===== config.mk =====
export PLATFORM = sky130hd
export DESIGN_NAME = pmclk_top
export DESIGN_NICKNAME = d
export VERILOG_FILES = /design/src/rtl/pmclk_pkg.sv /design/src/rtl/pmclk_regs.sv /design/src/rtl/pmclk_div.sv /design/src/rtl/pmclk_fsm.sv /design/src/rtl/pmclk_top.sv
export SDC_FILE = /design/constraint.sdc
export NUM_CORES = 1
export LEC_CHECK = 0
export ABC_CLOCK_PERIOD_IN_PS = 2700
export BUFFER_PORTS_ARGS = -buffer_cell sky130_fd_sc_hd__buf_2
export CELL_PAD_IN_SITES_DETAIL_PLACEMENT = 0
export CELL_PAD_IN_SITES_GLOBAL_PLACEMENT = 1
export CORE_MARGIN = 8
export CORE_UTILIZATION = 25
export DETAILED_ROUTE_END_ITERATION = 8
export HOLD_SLACK_MARGIN = 0.12
export PLACE_DENSITY_LB_ADDON = 0.1
export SYNTH_ARGS = -nofsm -noshare
export SYNTH_HDL_FRONTEND = slang
export SYNTH_SLANG_ARGS = --single-unit

===== constraint.sdc =====
create_clock -name clk_in -period 2.7 [get_ports clk_in]
set_clock_uncertainty 0.1 [all_clocks]
set_input_delay 0 -clock clk_in [delete_from_list [all_inputs] [get_ports clk_in]]
set_output_delay 0 -clock clk_in [all_outputs]
set_load 0.02 [all_outputs]

===== src/rtl/pmclk_pkg.sv =====
package pmclk_pkg;

  localparam int unsigned HALF_W = 7;   // holds half-period up to 64

  typedef enum logic [1:0] {
    PM_RUN    = 2'd0,
    PM_IDLE   = 2'd1,
    PM_DOWN   = 2'd2,
    PM_SETTLE = 2'd3
  } pm_state_e;

  typedef struct packed {
    logic       pd_arm;
    logic       idle_arm;
    logic       psave_en;
    logic [2:0] code;
  } pm_ctrl_t;

  // Half period of the divided clock, in input cycles.
  function automatic logic [HALF_W-1:0] half_period(input logic psave,
                                                    input logic [2:0] code);
    if (!psave || code == 3'd0) return HALF_W'(1);
    else if (code >= 3'd5)      return HALF_W'(64);
    else                        return HALF_W'(1) << (code + 3'd1);
  endfunction

endpackage


===== src/rtl/pmclk_regs.sv =====
module pmclk_regs
  import pmclk_pkg::*;
#(
  parameter int unsigned DATA_W     = 16,
  parameter int unsigned SETTLE_RST = 3
)(
  input  logic              clk_in,
  input  logic              rst_n,
  input  logic              wr_en,
  input  logic              wr_sel,
  input  logic [DATA_W-1:0] wr_data,
  output pm_ctrl_t          ctrl_o,
  output logic [DATA_W-1:0] settle_o
);
  localparam int unsigned CTRL_W = $bits(pm_ctrl_t);

  always_ff @(posedge clk_in) begin
    if (!rst_n) begin
      ctrl_o   <= '0;
      settle_o <= DATA_W'(SETTLE_RST);
    end else if (wr_en) begin
      if (wr_sel) settle_o <= wr_data;
      else        ctrl_o   <= pm_ctrl_t'(wr_data[CTRL_W-1:0]);
    end
  end

endmodule


===== src/rtl/pmclk_div.sv =====
module pmclk_div
  import pmclk_pkg::*;
(
  input  logic     clk_in,
  input  logic     rst_n,
  input  logic     run_i,
  input  pm_ctrl_t ctrl_i,
  output logic     tick_o,
  output logic     clkout_o
);
  localparam int unsigned CNT_W = HALF_W + 1;

  logic [HALF_W-1:0] half_q;
  logic [CNT_W-1:0]  cnt_q;
  logic [CNT_W-1:0]  last_w;
  logic              at_last_w;

  assign last_w    = {half_q, 1'b0} - CNT_W'(1);
  assign at_last_w = (cnt_q == last_w);
  assign tick_o    = run_i & at_last_w;
  assign clkout_o  = (cnt_q < {1'b0, half_q});

  always_ff @(posedge clk_in) begin
    if (!rst_n) begin
      cnt_q  <= '0;
      half_q <= HALF_W'(1);
    end else if (run_i) begin
      if (at_last_w) begin
        cnt_q  <= '0;
        half_q <= half_period(ctrl_i.psave_en, ctrl_i.code);
      end else begin
        cnt_q  <= cnt_q + CNT_W'(1);
      end
    end
  end

  // factor only changes right after a divided-period boundary
  a_r3_change_at_boundary: assert property (@(posedge clk_in) disable iff (!rst_n)
    !$stable(half_q) |-> $past(tick_o));

  // enable pulses are never back to back
  a_r1_pulse_spacing: assert property (@(posedge clk_in) disable iff (!rst_n)
    tick_o |=> !tick_o);

endmodule


===== src/rtl/pmclk_fsm.sv =====
module pmclk_fsm
  import pmclk_pkg::*;
#(
  parameter int unsigned SETTLE_W = 16
)(
  input  logic                clk_in,
  input  logic                rst_n,
  input  logic                halt_req,
  input  logic                wake_irq,
  input  pm_ctrl_t            ctrl_i,
  input  logic [SETTLE_W-1:0] settle_i,
  output pm_state_e           state_o,
  output logic                run_o
);
  logic [SETTLE_W-1:0] wait_q;

  assign run_o = (state_o == PM_RUN) || (state_o == PM_IDLE);

  always_ff @(posedge clk_in) begin
    if (!rst_n) begin
      state_o <= PM_RUN;
      wait_q  <= '0;
    end else begin
      case (state_o)
        PM_RUN: begin
          if (halt_req && !wake_irq) begin
            if (ctrl_i.pd_arm)        state_o <= PM_DOWN;
            else if (ctrl_i.idle_arm) state_o <= PM_IDLE;
          end
        end
        PM_IDLE: if (wake_irq) state_o <= PM_RUN;
        PM_DOWN: begin
          if (wake_irq) begin
            state_o <= PM_SETTLE;
            wait_q  <= settle_i;
          end
        end
        default: begin
          if (wait_q == '0) state_o <= PM_RUN;
          else              wait_q  <= wait_q - SETTLE_W'(1);
        end
      endcase
    end
  end

  // a wake in the same cycle as a halt keeps normal running
  a_r7_wake_keeps_run: assert property (@(posedge clk_in) disable iff (!rst_n)
    (state_o == PM_RUN && wake_irq) |=> (state_o == PM_RUN));

  // a wake in powerdown always passes through settling
  a_r6_wake_to_settle: assert property (@(posedge clk_in) disable iff (!rst_n)
    (state_o == PM_DOWN && wake_irq) |=> (state_o == PM_SETTLE));

endmodule


===== src/rtl/pmclk_top.sv =====
module pmclk_top
  import pmclk_pkg::*;
#(
  parameter int unsigned DATA_W     = 16,
  parameter int unsigned SETTLE_RST = 3
)(
  input  logic              clk_in,
  input  logic              rst_n,
  input  logic              wr_en,
  input  logic              wr_sel,
  input  logic [DATA_W-1:0] wr_data,
  input  logic              halt_req,
  input  logic              wake_irq,
  output logic              cpu_clk_en,
  output logic              per_clk_en,
  output logic              clkout
);
  pm_ctrl_t          ctrl_w;
  logic [DATA_W-1:0] settle_w;
  pm_state_e         state_w;
  logic              run_w;
  logic              tick_w;

  pmclk_regs #(.DATA_W(DATA_W), .SETTLE_RST(SETTLE_RST)) regs_i (
    .clk_in(clk_in), .rst_n(rst_n), .wr_en(wr_en), .wr_sel(wr_sel),
    .wr_data(wr_data), .ctrl_o(ctrl_w), .settle_o(settle_w));

  pmclk_fsm #(.SETTLE_W(DATA_W)) fsm_i (
    .clk_in(clk_in), .rst_n(rst_n), .halt_req(halt_req), .wake_irq(wake_irq),
    .ctrl_i(ctrl_w), .settle_i(settle_w), .state_o(state_w), .run_o(run_w));

  pmclk_div div_i (
    .clk_in(clk_in), .rst_n(rst_n), .run_i(run_w), .ctrl_i(ctrl_w),
    .tick_o(tick_w), .clkout_o(clkout));

  assign per_clk_en = tick_w;
  assign cpu_clk_en = tick_w & (state_w == PM_RUN);

  // CPU domain never enabled while its peripherals run alone
  a_r4_idle_blocks_cpu: assert property (@(posedge clk_in) disable iff (!rst_n)
    (state_w == PM_IDLE) |-> !cpu_clk_en);

  // CPU enable implies peripheral enable
  a_r4_cpu_within_per: assert property (@(posedge clk_in) disable iff (!rst_n)
    cpu_clk_en |-> per_clk_en);

  // clock output held during powerdown
  a_r5_down_holds_clkout: assert property (@(posedge clk_in) disable iff (!rst_n)
    (state_w == PM_DOWN) |=> $stable(clkout));

  // no enables while settling
  a_r6_settle_silent: assert property (@(posedge clk_in) disable iff (!rst_n)
    (state_w == PM_SETTLE) |-> !(per_clk_en || cpu_clk_en));

endmodule


==> out/results.tsv <==
stage	metric	value	unit
run_status	outcome	finished, final reports clean	
clock_tree	clk_path_buf_depth	2	
sta	report.final.slew_viol_count	0	
power	peakVddDrop	182	µV
placement	dp_hpwl	6.07	mm
worst_setup_path	crit_buf_inv	2	
sta	clock.fmax	398	MHz
drt	wl_met2	3.66	mm
die	die_h	128	µm
global_route	grt.total_usage	11.2	%
cells_and_area	diodes	0	
die	die_area	16300	µm²
sta	rsz0062_at_grt	no	
worst_setup_path	cp_top_family	compound AO/OA/AOI/OAI gates	
yosys	yosysTopAreaCellShare	35.2	%
yosys	synth.distinct_cells	56	
worst_setup_path	start_kind	register	
die	die_x	128	µm
yosys	synth_edf_count	0	
worst_setup_path	critPathMaxFanout	8	
clock_tree	clk-insertion-delay-late	0.30	ns
clock_tree	clkTransAtPathRegs	0.07	ns
sta	setup_viol	0	
placement	port_buffers	24	
drt	firstDrtPassIters	5	
yosys	ys_seq_elements	55	
cells_and_area	drive_gt1_share	12.4	%
sta	final-hold-violation-count	0	
drt	wirelength	8.85	mm
worst_setup_path	path_cells	inv_1 > ha_2 > o21ba_1 > a221o_1 > a211oi_4 > o2111ai_4 > nor2_1 > buf_2	
cells_and_area	fillers	1376	
worst_setup_path	crit_slowest_cell	dfxtp_1	
sta	period_share	92.9	%
worst_setup_path	cp-end-kind	primary output	
drt	vias	2834	
drt	met3_length	213	µm
yosys	syn_area	3130	µm²
worst_setup_path	max_stage_delay	0.41	ns
yosys	ys_warn_count	0	
yosys	async_flop_share	0	%
power	p_per_area	471	nW/µm²
sta	tightest_slew	0.666	ns
worst_setup_path	critPathArrivalTime	2.41	ns
yosys	synth_flop_cell	dfxtp_1	
drt	route.detailed.drc	0	
drt	wl_per_cell	14.7	µm
yosys	seq_area_frac_synth	35.2	%
global_route	grt_pass1_vias	2744	
drt	viasPerCell	4.72	
die	ios	25	
sta	relSlewSlack	55.6	%
placement	dp_slack	0.134	ns
drt	drtAntennaViolNets	0	
sta	setup_ws	0.190	ns
global_route	antenna_found_initial	0	
run	max-cap-violations	0	
cells_and_area	synthToLayoutAreaGrowth	20.4	%
global_route	grt_max_degree	32	
die	rows	41	
die	start_util	25.2	%
power	p_leak	1.46	nW
placement	place_congestion	0.732	
drt	drt-initial-drc-count	145	
global_route	grt_pass1_wl	14.6	mm
die	core_area	12400	µm²
sta	layout_min_cycle_time	2.51	ns
yosys	yosysTopAreaCell	dfxtp_1	
yosys	avgSynthCellArea	7.90	µm²
clock_tree	cts_buffers	5	
clock_tree	clockRootBuffer	clkbuf_16	
cells_and_area	num-nets-final	460	
yosys	synth_commonest_cells	nand2_1, dfxtp_1, nor2_1, a21boi_0, o21ai_0	
yosys	synth.top_cells.by_area	dfxtp_1, nand2_1, a21boi_0	
clock_tree	cts_sinks	55	
global_route	overflow	0	
yosys	synth_cells	396	
sta	finalSetupTns	0	ns
worst_hold_path	hp-class	input pin to register	
clock_tree	cts_tree	built	
clock_tree	h-tree-depth	2	
yosys	synth.most_common_cell	nand2_1	
drt	top_layer_used	met4	
worst_setup_path	required	2.60	ns
yosys	synth.net_count	428	
drt	wl_met1	4.84	mm
worst_setup_path	worst-setup-path-type	register to primary output	
[flip-flops by register name (all words and copies together) (netlist names)]
signal and count:
fsm_i.state_o 2, regs_i.ctrl_o 6, regs_i.settle_o 16, div_i.cnt_q 8
div_i.half_q 7, fsm_i.wait_q 16
[metal layers]
layer	GRT usage, %	vias to the layer above
li1	-	1462
met1	16.0	1331
met2	16.3	32
met3	2.16	9
met4	3.99	0
met5	0	-
[logic make-up (layout without fill, tap and decap cells)]
kind of cell,count (synthesis),after routing,synth area share [%]
buffers and inverters,38,71,5.00
flip-flops,55,55,35.2
multiplexers,7,7,2.28
AO/OA/AOI/OAI,98,98,22.7
AND/OR/NAND/NOR,175,175,27.2
XOR/XNOR,13,13,3.64
adder cells (fa/ha/maj),10,10,4.00
[power breakdown]
group	internal, mW	leakage, nW	total [mW]	switching [mW]
clock	0.396	0.0761	0.715	0.319
sequential	0.832	0.446	0.854	0.0222
combinational	0.0943	0.934	0.204	0.110
total	1.32	1.46	1.77	0.451
[path summary, 6_finish.rpt]
path | startpoint | endpoint | slack (ns) | cells after the start
max | div_i.half_q[1] | cpu_clk_en | 0.19 | 8
min | rst_n | regs_i.ctrl_o[1] | 0.15 | 2
max reg2reg | div_i.half_q[1] | div_i.half_q[5] | 0.20 | 8
min reg2reg | regs_i.settle_o[9] | regs_i.settle_o[9] | 0.37 | 2
[worst reg2reg max path: stages (launching register included)]
cell and delay, ns:
dfxtp_1 0.41, inv_1 0.11, ha_2 0.24, o21ba_1 0.18, a221o_1 0.38, a211oi_4 0.31, o2111ai_4 0.19, buf_4 0.23
o41ai_2 0.27
[layout make-up]
type,count,area [µm²],share of cell area (%)
Clock buffer,7,153,4.06
Clock inverter,1,7.51,0.199
Inverter,13,48.8,1.30
Multi-Input combinational cell,303,1880,49.9
Sequential cell,55,1100,29.3
Tap cell,172,215,5.72
Timing Repair Buffer,50,360,9.57
[layout by cell type (no fill, tap or decap), types with 5 or more instances in the layout]
cell / count
a21boi_0: 25
a21oi_1: 9
a31oi_1: 6
and2_1: 5
buf_2: 24
buf_4: 8
clkbuf_16: 5
dfxtp_1: 54
dlygate4sd3_1: 18
ha_1: 9
inv_1: 13
mux2i_1: 6
nand2_1: 64
nand3_1: 19
nor2_1: 34
nor2b_1: 9
nor3_1: 10
o211ai_1: 5
o21ai_0: 21
o21ai_1: 5
xnor2_1: 5
xor2_1: 8
[metrics by stage]
| step | instance area (µm²) | util (%) | power (mW) | instances | hold WS, ns |
|---|---|---|---|---|---|
| 2_1_floorplan | 3130 | - | 0.996 | 396 | 0.0240 |
| 3_3_place_gp | 3410 | 27.5 | 1.06 | 574 | 0.142 |
| 3_5_place_dp | 3410 | 27.5 | 1.06 | 574 | 0.143 |
| 4_1_cts | 3760 | 30.3 | 1.81 | 601 | 0.136 |
| 5_1_grt | 3760 | 30.3 | 1.86 | 601 | 0.168 |
| 6_report | 3760 | 30.3 | 1.77 | 601 | 0.147 |
[repair_timing]
item | in CTS | in global routing
hold buffers | 18 | 0
hold endpoints to repair | 24 | 0
setup endpoints to repair | 2 | 4
buffers inserted | 1 | 0
gates resized for setup | 0 | 3
(Power assumes the default switching activity.)
